### src/rtl/mer_pkg.sv
`timescale 1ns/1ps
package mer_pkg;
    localparam int NUM_REGS = 8;
    localparam int IDX_W    = $clog2(NUM_REGS);

    typedef enum logic [IDX_W-1:0] {
        IDX_ENT_HI  = 3'd0,
        IDX_ENT_LO  = 3'd1,
        IDX_ASSIST  = 3'd2,
        IDX_TBASE   = 3'd3,
        IDX_FADDR   = 3'd4,
        IDX_TRAP    = 3'd5,
        IDX_EXCEVT  = 3'd6,
        IDX_IRQEVT  = 3'd7
    } reg_idx_e;

    // number of legal low bits held by each register
    function automatic int keep_width(input int idx, input int data_w,
                                      input int assist_w, input int evt_w);
        if (idx == int'(IDX_ASSIST))
            return assist_w;
        if (idx == int'(IDX_TRAP) || idx == int'(IDX_EXCEVT) || idx == int'(IDX_IRQEVT))
            return evt_w;
        return data_w;
    endfunction
endpackage

### src/rtl/mer_decode.sv
`timescale 1ns/1ps
module mer_decode #(
    parameter int ADDR_W = 6,
    parameter int NUM    = 8
) (
    input  logic [ADDR_W-1:0] addr,
    output logic [NUM-1:0]    sel,
    output logic              hit
);
    localparam int WORD_W = ADDR_W - 2;

    logic              aligned;
    logic [WORD_W-1:0] word;

    assign aligned = (addr[1:0] == 2'b00);
    assign word    = addr[ADDR_W-1:2];

    for (genvar i = 0; i < NUM; i++) begin : g_sel
        assign sel[i] = aligned && (word == WORD_W'(i));
    end

    assign hit = |sel;
endmodule

### src/rtl/mer_reg.sv
`timescale 1ns/1ps
module mer_reg #(
    parameter int DATA_W = 32,
    parameter int KEEP_W = 32
) (
    input  logic              clk,
    input  logic              rst_n,
    input  logic              we,
    input  logic [DATA_W-1:0] wdata,
    output logic [DATA_W-1:0] q
);
    localparam logic [DATA_W-1:0] MASK = {DATA_W{1'b1}} >> (DATA_W - KEEP_W);

    logic [DATA_W-1:0] val_d, val_q;

    always_comb begin
        val_d = val_q;
        if (we)
            val_d = wdata & MASK;
    end

    always_ff @(posedge clk) begin
        if (!rst_n)
            val_q <= '0;
        else
            val_q <= val_d;
    end

    assign q = val_q;
endmodule

### src/rtl/mer_rdmux.sv
`timescale 1ns/1ps
module mer_rdmux #(
    parameter int DATA_W = 32,
    parameter int NUM    = 8
) (
    input  logic [NUM-1:0][DATA_W-1:0] vals,
    input  logic [NUM-1:0]             sel,
    output logic [DATA_W-1:0]          data
);
    always_comb begin
        data = '0;
        for (int i = 0; i < NUM; i++)
            data = data | (vals[i] & {DATA_W{sel[i]}});
    end
endmodule

### src/rtl/mmu_exc_regs.sv
`timescale 1ns/1ps
module mmu_exc_regs
    import mer_pkg::*;
#(
    parameter int DATA_W   = 32,
    parameter int ADDR_W   = 6,
    parameter int ASID_W   = 8,
    parameter int ASSIST_W = 4,
    parameter int EVT_W    = 11
) (
    input  logic              clk,
    input  logic              rst_n,
    input  logic              rd_en,
    input  logic              wr_en,
    input  logic [ADDR_W-1:0] addr,
    input  logic [DATA_W-1:0] wdata,
    output logic [DATA_W-1:0] rdata,
    output logic              acc_err,
    output logic              tlb_flush
);
    typedef struct packed {
        logic [DATA_W-1:0] rdata;
        logic              err;
        logic              flush;
    } resp_t;

    logic [NUM_REGS-1:0]             sel;
    logic                            hit;
    logic [NUM_REGS-1:0][DATA_W-1:0] vals;
    logic [DATA_W-1:0]               mux_data;
    logic                            asid_new;
    resp_t                           resp_d, resp_q;

    mer_decode #(.ADDR_W(ADDR_W), .NUM(NUM_REGS)) u_dec (
        .addr (addr),
        .sel  (sel),
        .hit  (hit)
    );

    for (genvar i = 0; i < NUM_REGS; i++) begin : g_reg
        mer_reg #(
            .DATA_W (DATA_W),
            .KEEP_W (keep_width(i, DATA_W, ASSIST_W, EVT_W))
        ) u_reg (
            .clk   (clk),
            .rst_n (rst_n),
            .we    (wr_en && sel[i]),
            .wdata (wdata),
            .q     (vals[i])
        );
    end

    mer_rdmux #(.DATA_W(DATA_W), .NUM(NUM_REGS)) u_mux (
        .vals (vals),
        .sel  (sel),
        .data (mux_data)
    );

    assign asid_new = (wdata[ASID_W-1:0] != vals[IDX_ENT_HI][ASID_W-1:0]);

    always_comb begin
        resp_d       = '0;
        resp_d.rdata = (rd_en && hit) ? mux_data : '0;
        resp_d.err   = (rd_en || wr_en) && !hit;
        resp_d.flush = wr_en && sel[IDX_ENT_HI] && asid_new;
    end

    always_ff @(posedge clk) begin
        if (!rst_n)
            resp_q <= '0;
        else
            resp_q <= resp_d;
    end

    assign rdata     = resp_q.rdata;
    assign acc_err   = resp_q.err;
    assign tlb_flush = resp_q.flush;
endmodule

### config.mk
export PLATFORM = sky130hd
export DESIGN_NAME = mmu_exc_regs
export DESIGN_NICKNAME = d
export VERILOG_FILES = /design/src/rtl/mer_pkg.sv /design/src/rtl/mer_decode.sv /design/src/rtl/mer_reg.sv /design/src/rtl/mer_rdmux.sv /design/src/rtl/mmu_exc_regs.sv
export SDC_FILE = /design/constraint.sdc
export NUM_CORES = 1
export LEC_CHECK = 0
export BUFFER_PORTS_ARGS = -buffer_cell sky130_fd_sc_hd__buf_2
export CELL_PAD_IN_SITES_DETAIL_PLACEMENT = 0
export CELL_PAD_IN_SITES_GLOBAL_PLACEMENT = 1
export CORE_ASPECT_RATIO = 1.4
export CORE_MARGIN = 2
export CORE_UTILIZATION = 49
export DETAILED_ROUTE_END_ITERATION = 8
export GPL_TIMING_DRIVEN = 0
export PLACE_DENSITY = 0.83
export SLEW_MARGIN = 40
export SYNTH_ARGS = -nofsm -noshare
export SYNTH_HDL_FRONTEND = slang
export SYNTH_SLANG_ARGS = --single-unit
export TNS_END_PERCENT = 100
### constraint.sdc
create_clock -name clk -period 3.1 [get_ports clk]
set_input_delay 0.155 -clock clk [delete_from_list [all_inputs] [get_ports clk]]
set_output_delay 0.155 -clock clk [all_outputs]
set_load 0.03 [all_outputs]
==> impl_metrics.tcl <==
set metrics [dict create \
    outcome "completed" \
    dr.pass1.iters 5 \
    synth_edf_count 0 \
    dp_hpwl_um 16100 \
    io_buffers 63 \
    numCtsBuffers 17 \
    cp_slowest_cell "nor4_2" \
    drt_iter0_drc 516 \
    ys.flop_type "dfxtp_1" \
    grt_setup_unrepaired "no" \
    period_share 0.558 \
    final-hold-violation-count 0 \
    setup_slack_ns 1.37 \
    critPathLaunchType "primary input" \
    p_leak_nw 3.45 \
    yosys.cell_types.count 34 \
    clock-skew-final_ns 0.00651 \
    cp_slowest_stage_delay_ns 0.58 \
    fin_crit_ns 1.73 \
    placed_cells 1190 \
    p_seq_frac 0.509 \
    diodes 0 \
    syn_area_per_cell_sq_um 8.95 \
    ant_nets 0 \
    place_congestion 0.849 \
    mappedNetlistArea_sq_mm 0.00827 \
    grtUsageMet2 0.479 \
    yosys.area.top_type_share 0.481 \
    grt_pass1_vias 6696 \
    synthArstFlopShare 0 \
    synth-seq-cells 199 \
    clkPwrFrac 0.434 \
    crit_type "primary input to register" \
    routed_wl_um 23800 \
    numClockSinks 199 \
    top_usage_layer "met2" \
    yosysWarnings 0 \
    regArea_sq_mm 0.00398 \
    core_area_sq_mm 0.0167 \
    drive_gt1_frac 0.135 \
    crit_path_max_fanout 10 \
    path_common_cell "nand3_1" \
    p_int_mw 3.88 \
    ys_seq_area_frac 0.481 \
    worstPathArrival_ns 2.02 \
    cts_resized 0 \
    drc 0 \
    fin_nets 1066 \
    detail_route.vias_per_cell 5.60 \
    report.power.total_mw 5.05 \
    post-place-ws_ns 0.954 \
    worstMarginPinSlew_ns 0.811 \
    grt_max_degree 17 \
    mappedNetlistNets 966 \
    clk_pin_slew_ns 0.06 \
    netSwitchingPower_mw 1.17 \
    synthTopCellsByCount "nand2_1, dfxtp_1, nand3_1, mux2i_1, o21ai_0" \
    multi_input_area_sq_mm 0.00391 \
    cts-htree-levels 4 \
    crit_required_ns 3.39 \
    grt-ovfl-total 0 \
    yosysTopAreaCell "dfxtp_1" \
    worstSkewPairLatency_ns 0.44 \
    dieArea_sq_mm 0.0180 \
    fin_area_sq_mm 0.00959 \
    max_freq_mhz 578 \
    initial_core_util 0.496 \
    clock-root-buffer "clkbuf_16" \
    p_per_area_mw_per_mm2 526 \
    tns_ns 0 \
    num_rows 56 \
    p_sw_frac 0.231 \
    fillers 1590 \
    grt_util_met1 0.322 \
    die_h_um 158 \
    slew_violations 0 \
    pwr-share-comb 0.057 \
    synth.most_common_cell "nand2_1" \
    end_kind "register" \
    hold_path_class "primary input to register" \
    cts_tree "done" \
    antenna_found_initial 0 \
    num_io_pins 76 \
    cap_viol_max_count 0 \
    finalSetupViolations 0 \
    grt_use_met3 0.0559 \
    stdcell_count 1238 \
    yosys-top-cells-area "dfxtp_1, nand2_1, mux2i_1" \
    die_w_um 114 \
    track_usage 0.273 \
    clock_path_buffers 2 \
    synthCells 924 \
    maxSlewHeadroom 0.459 \
    wl_per_cell_um 19.2 \
    synthToLayoutAreaGrowth_pct 15.9 \
    crit_chain "buf_2 -> nor4_2 -> nand3_1 -> clkbuf_1 -> nand3_1 -> o21ai_0" \
    irDropWorstVdd_mv 0.314 \
    grt_pass1_wl_um 37000 \
    vias 6935 \
    place_area_sq_mm 0.00884 \
]
## worst paths after layout
path | slack [ns] | cells after the start | endpoint | start
max | 1.37 | 6 | g_reg[4].u_reg.q[9] | addr[2]
min | 0.01 | 3 | g_reg[4].u_reg.q[23] | wdata[23]
max reg2reg | 1.94 | 3 | rdata[0] | g_reg[7].u_reg.q[0]
min reg2reg | 0.45 | 2 | g_reg[4].u_reg.q[19] | g_reg[4].u_reg.q[19]
## repair_timing
action | in CTS | in global routing
hold buffers | 18 | 0
setup buffers | 0 | 0
endpoints found under the hold margin | 44 | 0
## state kept, by name, indices dropped and copies added, names as in the netlist
| signal | count |
|---|---|
| g.u_reg.q | 165 |
| rdata | 32 |
| acc_err | 1 |
| tlb_flush | 1 |
## cell type report
cell class	instances	area share
inverter	1	0.000392
clock buffer	21	0.0480
clock inverter	9	0.0107
timing repair buffer	81	0.0517
multi-input combinational	638	0.407
buffer	86	0.0398
sequential	199	0.416
tap	203	0.0265
## cells by family after synthesis
kind of cell              synth area share
and+or+nand+nor                      0.211
DFF                                  0.481
AOI/OAI and AO/OA                    0.130
buffers and inverters               0.0466
muxes                                0.123
xor gates and xnor gates           0.00847
## power by group through the flow
stage	clock, mW	sequential (mW)	combinational, mW
floorplan	0	2.63	0.152
global placement	0	2.63	0.269
detailed placement	0	2.63	0.269
CTS	2.20	2.57	0.287
global route	2.31	2.57	0.305
finish	2.19	2.57	0.286
## worst max-delay path, delay by kind of cell
kind / cells / cell delay (ns)
AOI/OAI and AO/OA: 1 / 0.09
buffers and inverters: 2 / 0.58
and+or+nand+nor: 3 / 1.20
## per-stage QoR
stage               hold slack [ns]   util
global placement              0.431  0.530
global route                0.00674  0.575
finish                       0.0141  0.575
detailed placement            0.429  0.530
CTS                        0.000228  0.575
floorplan                     0.285      -
## layout by cell type (no fill, tap or decap), drive strengths merged, types with 6 or more instances in the layout
| cell | netlist | routed |
|---|---|---|
| nand2 | 201 | 201 |
| dfxtp | 199 | 199 |
| nand3 | 110 | 110 |
| buf | 30 | 93 |
| clkbuf | 56 | 77 |
| mux2i | 70 | 70 |
| a21boi | 64 | 64 |
| o21ai | 60 | 60 |
| nor2 | 29 | 29 |
| nor2b | 23 | 23 |
| o22a | 21 | 21 |
| dlygate4sd3 | 0 | 18 |
| mux4 | 14 | 14 |
| xnor2 | 8 | 8 |
| a31oi | 7 | 7 |
| a22oi | 6 | 6 |
| or2 | 6 | 6 |
## layer usage
metal | up-vias | share of wire
li1 | 3368 | -
met1 | 3308 | 0.41
met2 | 211 | 0.50
met3 | 48 | 0.052
met4 | 0 | 0.033
met5 | - | 0
No activity file was read; power rests on OpenSTA's default activity.
